File: src/rtl/rgu_pkg.sv
package rgu_pkg;
    localparam int ADDR_W     = 12;
    localparam int REG_STRIDE = 4;
    localparam logic [ADDR_W-1:0] CTRL_BASE = 12'h100;
    localparam logic [ADDR_W-1:0] STAT_BASE = 12'h150;

    typedef enum logic [1:0] {
        LN_IDLE  = 2'd0,
        LN_PULSE = 2'd1,
        LN_HELD  = 2'd2
    } line_state_e;

    function automatic logic [ADDR_W-1:0] ctrl_addr(input int r);
        return CTRL_BASE + ADDR_W'(r * REG_STRIDE);
    endfunction

    function automatic logic [ADDR_W-1:0] stat_addr(input int r);
        return STAT_BASE + ADDR_W'(r * REG_STRIDE);
    endfunction
endpackage

File: src/rtl/rgu_decode.sv
module rgu_decode
    import rgu_pkg::*;
#(
    parameter int NUM_LINES     = 64,
    parameter int LINES_PER_REG = 32
) (
    input  logic [ADDR_W-1:0]        bus_addr,
    input  logic                     bus_we,
    input  logic [LINES_PER_REG-1:0] bus_wdata,
    output logic [NUM_LINES-1:0]     line_wr,
    output logic [NUM_LINES-1:0]     line_val
);
    localparam int NUM_REGS = NUM_LINES / LINES_PER_REG;

    for (genvar r = 0; r < NUM_REGS; r++) begin : g_reg
        logic hit;
        assign hit = bus_we && (bus_addr == ctrl_addr(r));
        assign line_wr[r*LINES_PER_REG +: LINES_PER_REG]  = {LINES_PER_REG{hit}};
        assign line_val[r*LINES_PER_REG +: LINES_PER_REG] = bus_wdata;
    end
endmodule

File: src/rtl/rgu_line.sv
module rgu_line
    import rgu_pkg::*;
#(
    parameter bit STICKY       = 1'b0,
    parameter int PULSE_CYCLES = 16
) (
    input  logic clk,
    input  logic rst,
    input  logic wr,
    input  logic val,
    output logic active,
    output logic held
);
    localparam int CNT_W = $clog2(PULSE_CYCLES + 1);

    line_state_e      st, nxt;
    logic [CNT_W-1:0] cnt;
    logic             load;
    logic             cnt_zero;

    assign cnt_zero = (cnt == '0);

    // State register and pulse counter
    always_ff @(posedge clk) begin
        if (rst) begin
            st  <= LN_IDLE;
            cnt <= '0;
        end else begin
            st <= nxt;
            if (load)
                cnt <= CNT_W'(PULSE_CYCLES - 1);
            else if (st == LN_PULSE && !cnt_zero)
                cnt <= cnt - 1'b1;
        end
    end

    // Next state: ARM, RETRIGGER, EXPIRE, LATCH, RELEASE
    always_comb begin
        nxt  = st;
        load = 1'b0;
        unique case (st)
            LN_IDLE: begin
                if (wr && val) begin
                    nxt  = STICKY ? LN_HELD : LN_PULSE;
                    load = !STICKY;
                end
            end
            LN_PULSE: begin
                if (wr && val)
                    load = 1'b1;
                else if (cnt_zero)
                    nxt = LN_IDLE;
            end
            LN_HELD: begin
                if (wr && !val)
                    nxt = LN_IDLE;
            end
            default: nxt = LN_IDLE;
        endcase
    end

    // Outputs
    always_comb begin
        active = (st != LN_IDLE);
        held   = (st == LN_HELD);
    end
endmodule

File: src/rtl/rgu_readback.sv
module rgu_readback
    import rgu_pkg::*;
#(
    parameter int NUM_LINES     = 64,
    parameter int LINES_PER_REG = 32
) (
    input  logic                     clk,
    input  logic                     rst,
    input  logic [ADDR_W-1:0]        bus_addr,
    input  logic                     bus_re,
    input  logic [NUM_LINES-1:0]     active,
    input  logic [NUM_LINES-1:0]     held,
    output logic [LINES_PER_REG-1:0] bus_rdata
);
    localparam int NUM_REGS = NUM_LINES / LINES_PER_REG;

    logic [LINES_PER_REG-1:0] rd_nxt;

    always_comb begin
        rd_nxt = '0;
        for (int r = 0; r < NUM_REGS; r++) begin
            if (bus_addr == ctrl_addr(r))
                rd_nxt = held[r*LINES_PER_REG +: LINES_PER_REG];
            if (bus_addr == stat_addr(r))
                rd_nxt = ~active[r*LINES_PER_REG +: LINES_PER_REG];
        end
    end

    always_ff @(posedge clk) begin
        if (rst)
            bus_rdata <= '0;
        else
            bus_rdata <= bus_re ? rd_nxt : '0;
    end
endmodule

File: src/rtl/rst_line_gen.sv
module rst_line_gen
    import rgu_pkg::*;
#(
    parameter int                  NUM_LINES     = 64,
    parameter int                  LINES_PER_REG = 32,
    parameter int                  PULSE_CYCLES  = 16,
    parameter logic [NUM_LINES-1:0] STICKY_MASK  = (64'd1 << 12) | (64'd1 << 56)
) (
    input  logic                     clk,
    input  logic                     rst,
    input  logic [ADDR_W-1:0]        bus_addr,
    input  logic                     bus_we,
    input  logic [LINES_PER_REG-1:0] bus_wdata,
    input  logic                     bus_re,
    output logic [LINES_PER_REG-1:0] bus_rdata,
    output logic [NUM_LINES-1:0]     rst_out
);
    logic [NUM_LINES-1:0] line_wr;
    logic [NUM_LINES-1:0] line_val;
    logic [NUM_LINES-1:0] line_held;

    rgu_decode #(
        .NUM_LINES    (NUM_LINES),
        .LINES_PER_REG(LINES_PER_REG)
    ) u_decode (
        .bus_addr (bus_addr),
        .bus_we   (bus_we),
        .bus_wdata(bus_wdata),
        .line_wr  (line_wr),
        .line_val (line_val)
    );

    for (genvar i = 0; i < NUM_LINES; i++) begin : g_line
        rgu_line #(
            .STICKY      (STICKY_MASK[i]),
            .PULSE_CYCLES(PULSE_CYCLES)
        ) u_line (
            .clk   (clk),
            .rst   (rst),
            .wr    (line_wr[i]),
            .val   (line_val[i]),
            .active(rst_out[i]),
            .held  (line_held[i])
        );
    end

    rgu_readback #(
        .NUM_LINES    (NUM_LINES),
        .LINES_PER_REG(LINES_PER_REG)
    ) u_readback (
        .clk      (clk),
        .rst      (rst),
        .bus_addr (bus_addr),
        .bus_re   (bus_re),
        .active   (rst_out),
        .held     (line_held),
        .bus_rdata(bus_rdata)
    );
endmodule

File: config.mk
export PLATFORM = sky130hd
export DESIGN_NAME = rst_line_gen
export DESIGN_NICKNAME = d
export VERILOG_FILES = /design/src/rtl/rgu_pkg.sv /design/src/rtl/rgu_decode.sv /design/src/rtl/rgu_line.sv /design/src/rtl/rgu_readback.sv /design/src/rtl/rst_line_gen.sv
export SDC_FILE = /design/constraint.sdc
export NUM_CORES = 1
export LEC_CHECK = 0
export BUFFER_PORTS_ARGS = -buffer_cell sky130_fd_sc_hd__buf_2
export CORE_AREA = 2 2 249 251
export CTS_CLUSTER_SIZE = 16
export DETAILED_ROUTE_END_ITERATION = 10
export DIE_AREA = 0 0 251 253
export HOLD_SLACK_MARGIN = 0.06
export PLACE_DENSITY = 0.61
export SLEW_MARGIN = 40
export SYNTH_ARGS = -nofsm -noshare
export SYNTH_HDL_FRONTEND = slang
export SYNTH_HIERARCHICAL = 1
export SYNTH_SLANG_ARGS = --single-unit
export TNS_END_PERCENT = 30
File: constraint.sdc
create_clock -name clk -period 11.05 [get_ports clk]
set_input_delay 2.21 -clock clk [delete_from_list [all_inputs] [get_ports clk]]
set_output_delay 2.21 -clock clk [all_outputs]
set_load 0.02 [all_outputs]
==> out/qor.csv <==
stage,metric,value,unit
status,outcome,"finished, final reports clean",
layout,area_growth,7.967,%
setup_path,worstPathArrival,5.45,ns
setup_path,endpoint_kind,register,
synthesis,yosys_warnings,6,
detailed_routing,routed_wl,58890,um
setup_path,required,11.53,ns
power_and_ir_drop,worst_ir_drop_vdd,0.1018,mV
sta,fmax,201.4,MHz
synthesis,syn_area_per_cell,9.245,sq um
clock_tree,clk_latency,0.59,ns
clock_tree,clk_pin_slew_worst_paths,0.06,ns
synthesis,synth_ff_type,dfxtp_1,
hold_path,holdCritPathClass,reg2reg,
sta,finalSetupViolCount,0,
sta,skew,0.01603,ns
setup_path,path_max_fanout,60,
setup_path,path_cells,buf_4 -> or4_1 -> nor4_2 -> buf_4 -> buf_4 -> nand2_1 -> a31o_2 -> a311oi_2,
synthesis,syn-num-nets,2780,
clock_tree,ctsResizeCount,0,
synthesis,yosysTopAreaCell,dfxtp_1,
synthesis,synth_edf_count,0,
grt,antenna_found_initial,2,
run,maxCapViolCount,0,
clock_tree,root_buffer,clkbuf_16,
layout,multi_input_area,13710,sq um
die,start_util,0.3955,
setup_path,crit_top_cell,buf_4,
placed_design,port_buffers,143,
synthesis,synth_seq_cells,406,
clock_tree,cts_tree,built,
clock_tree,cts_hold_buf,0,
detailed_routing,wl_per_cell,17.25,um
setup_path,cp_top_family,buffers and inverters,
setup_path,path_class,in2reg,
layout,fin_cells,3414,
detailed_routing,vias_per_cell,5.949,
die,rows,91,
layout,seq_area,8128,sq um
synthesis,synth.area.top_cells,"dfxtp_1 34%, ha_1 6.3%, buf_4 6.0%, nor4b_1 4.5%, a221oi_1 4.5%",
synthesis,synth_cell_types,39,
detailed_routing,drt_pass1_iterations,7,
layout,nets,2751,
sta,hold_viol_final,0,
layout,nFillCells,5844,
synthesis,async_reset_ff_frac,0,
synthesis,yosysTopAreaCellShare,0.3367,
power_and_ir_drop,p_per_area,123.3,nW/um^2
grt,grt_pass1_vias,19180,
die,die_area,63500,sq um
grt,grt_max_degree,165,
synthesis,netlist_instances,2611,
placed_design,dpl.cell_count,3321,
sta,fin_crit,4.965,ns
grt,grt.total_usage,0.1781,
sta,finalWorstSetupSlack,6.085,ns
sta,finalSetupTns,0,ns
detailed_routing,vias,20310,
die,io_pins,144,
die,core,61030,sq um
detailed_routing,drt_iter0_drc,1494,
grt,grt_pass1_wl,96180,um
setup_path,crit_buf_inv,3,
grt,grt-ovfl-total,0,
synthesis,synth.most_common_cell,dfxtp_1,
sta,slew_viol_final,0,
detailed_routing,drc,0,
synthesis,yosys-top-cells-count,"406 x dfxtp_1, 248 x nand2_1, 192 x buf_4, 186 x inv_1",
die,die_h,253,um
placed_design,hpwl,38890,um
synthesis,ys_seq_area_frac,0.3367,
sta,max_slew_margin,0.4141,
placed_design,place_congestion,0.8380,
sta,rsz0062_at_grt,no,
detailed_routing,antenna_left,0,
power_and_ir_drop,leakagePower,0.008344,uW
die,die_w,251,um
synthesis,syn-cell-area,24140,sq um
layout,layout-drive-gt1-share,0.1979,
clock_tree,post_cts_buffers,0,
clock_tree,cts_buffers,49,
clock_tree,h-tree-depth,2,
sta,min_period_over_period,0.4493,
setup_path,startpoint_type,primary input,
clock_tree,clock_path_buffers,3,
setup_path,slowest_stage,buf_4,
clock_tree,cts_sinks,406,
setup_path,max_stage_delay,0.73,ns
placed_design,dp_slack,5.540,ns
sta,worstMarginPinSlew,0.8789,ns
worst register-to-register path, cell delays in order (launching register included):
cell and delay, ns:
dfxtp_1 0.31, inv_1 0.15, ha_1 0.21, nor4b_1 0.68
o21ai_0 0.17, a31oi_1 0.19
routing by layer:
layer	track usage	share of wire	wire length, um	vias to the layer above
met1	0.2277	0.45	26400	9827
met2	0.3000	0.47	27620	550
met4	0.06395	0.028	1668	0
met5	0	0	0	-
li1	-	-	-	9823
met3	0.03259	0.054	3203	110
power breakdown:
part	internal (uW)	total, uW	leakage (uW)	switching, uW
clock	1010	1660	0.000824	649
combinational	23.3	86.8	0.00425	63.5
sequential	1460	1460	0.00327	0.133
kinds of logic (layout without fill, tap and decap cells):
logic type	Yosys count	after routing	synth area share
multiplexers	2	2	0.0008294
other	62	64	0.009641
adder cells (fa/ha/maj)	121	121	0.06272
flip-flops	406	406	0.3367
AND/OR/NAND/NOR	884	884	0.2558
AO/OA/AOI/OAI	713	713	0.2376
buffers and inverters	423	434	0.09678
worst paths after layout:
| check | startpoint | end | slack [ns] | cells past startpoint |
|---|---|---|---|---|
| worst max register to register | g_line[34].u_line/cnt[1] | g_line[34].u_line/cnt[0] | 9.26 | 5 |
| worst min-delay path | g_line[61].u_line/cnt[0] | g_line[61].u_line/cnt[0] | 0.52 | 2 |
| worst max-delay path | bus_addr[4] | g_line[34].u_line/cnt[1] | 6.09 | 8 |
| worst min register to register | g_line[61].u_line/cnt[0] | g_line[61].u_line/cnt[0] | 0.52 | 2 |
placed cells by master, fill, tap and decap left out, types with 64 or more instances in the layout:
master	count
ha_1	121
dfxtp_1	406
inv_1	186
a221oi_1	123
nor3b_1	64
a31oi_1	124
o21ai_0	121
buf_2	140
nor4b_1	124
nand2_1	248
sequential cells by signal, summed over array words and instances (netlist names):
register and cells:
g_line.u_line/cnt 310, u_readback/bus_rdata 32, g_line.u_line/st 64
metrics by stage:
step | total power, uW | hold slack [ns] | utilization | area, sq um
4_1_cts | 3257 | 0.5166 | 0.4269 | 26050
2_1_floorplan | 1565 | 0.4756 | - | 24140
5_1_grt | 3324 | 0.5443 | 0.4270 | 26060
6_report | 3214 | 0.5164 | 0.4270 | 26060
3_3_place_gp | 1579 | 0.4965 | 0.3994 | 24370
3_5_place_dp | 1581 | 0.5063 | 0.3994 | 24380
area by class of cell:
type / instances / area share
antenna: 2 / 0.0001920
clock buffer: 81 / 0.05900
clock inverter: 10 / 0.005329
inverter: 186 / 0.02679
multi-input combinational: 1782 / 0.5260
sequential: 406 / 0.3119
tap: 790 / 0.03793
timing repair buffer: 157 / 0.03284
Power figures use the tool's default switching activity.
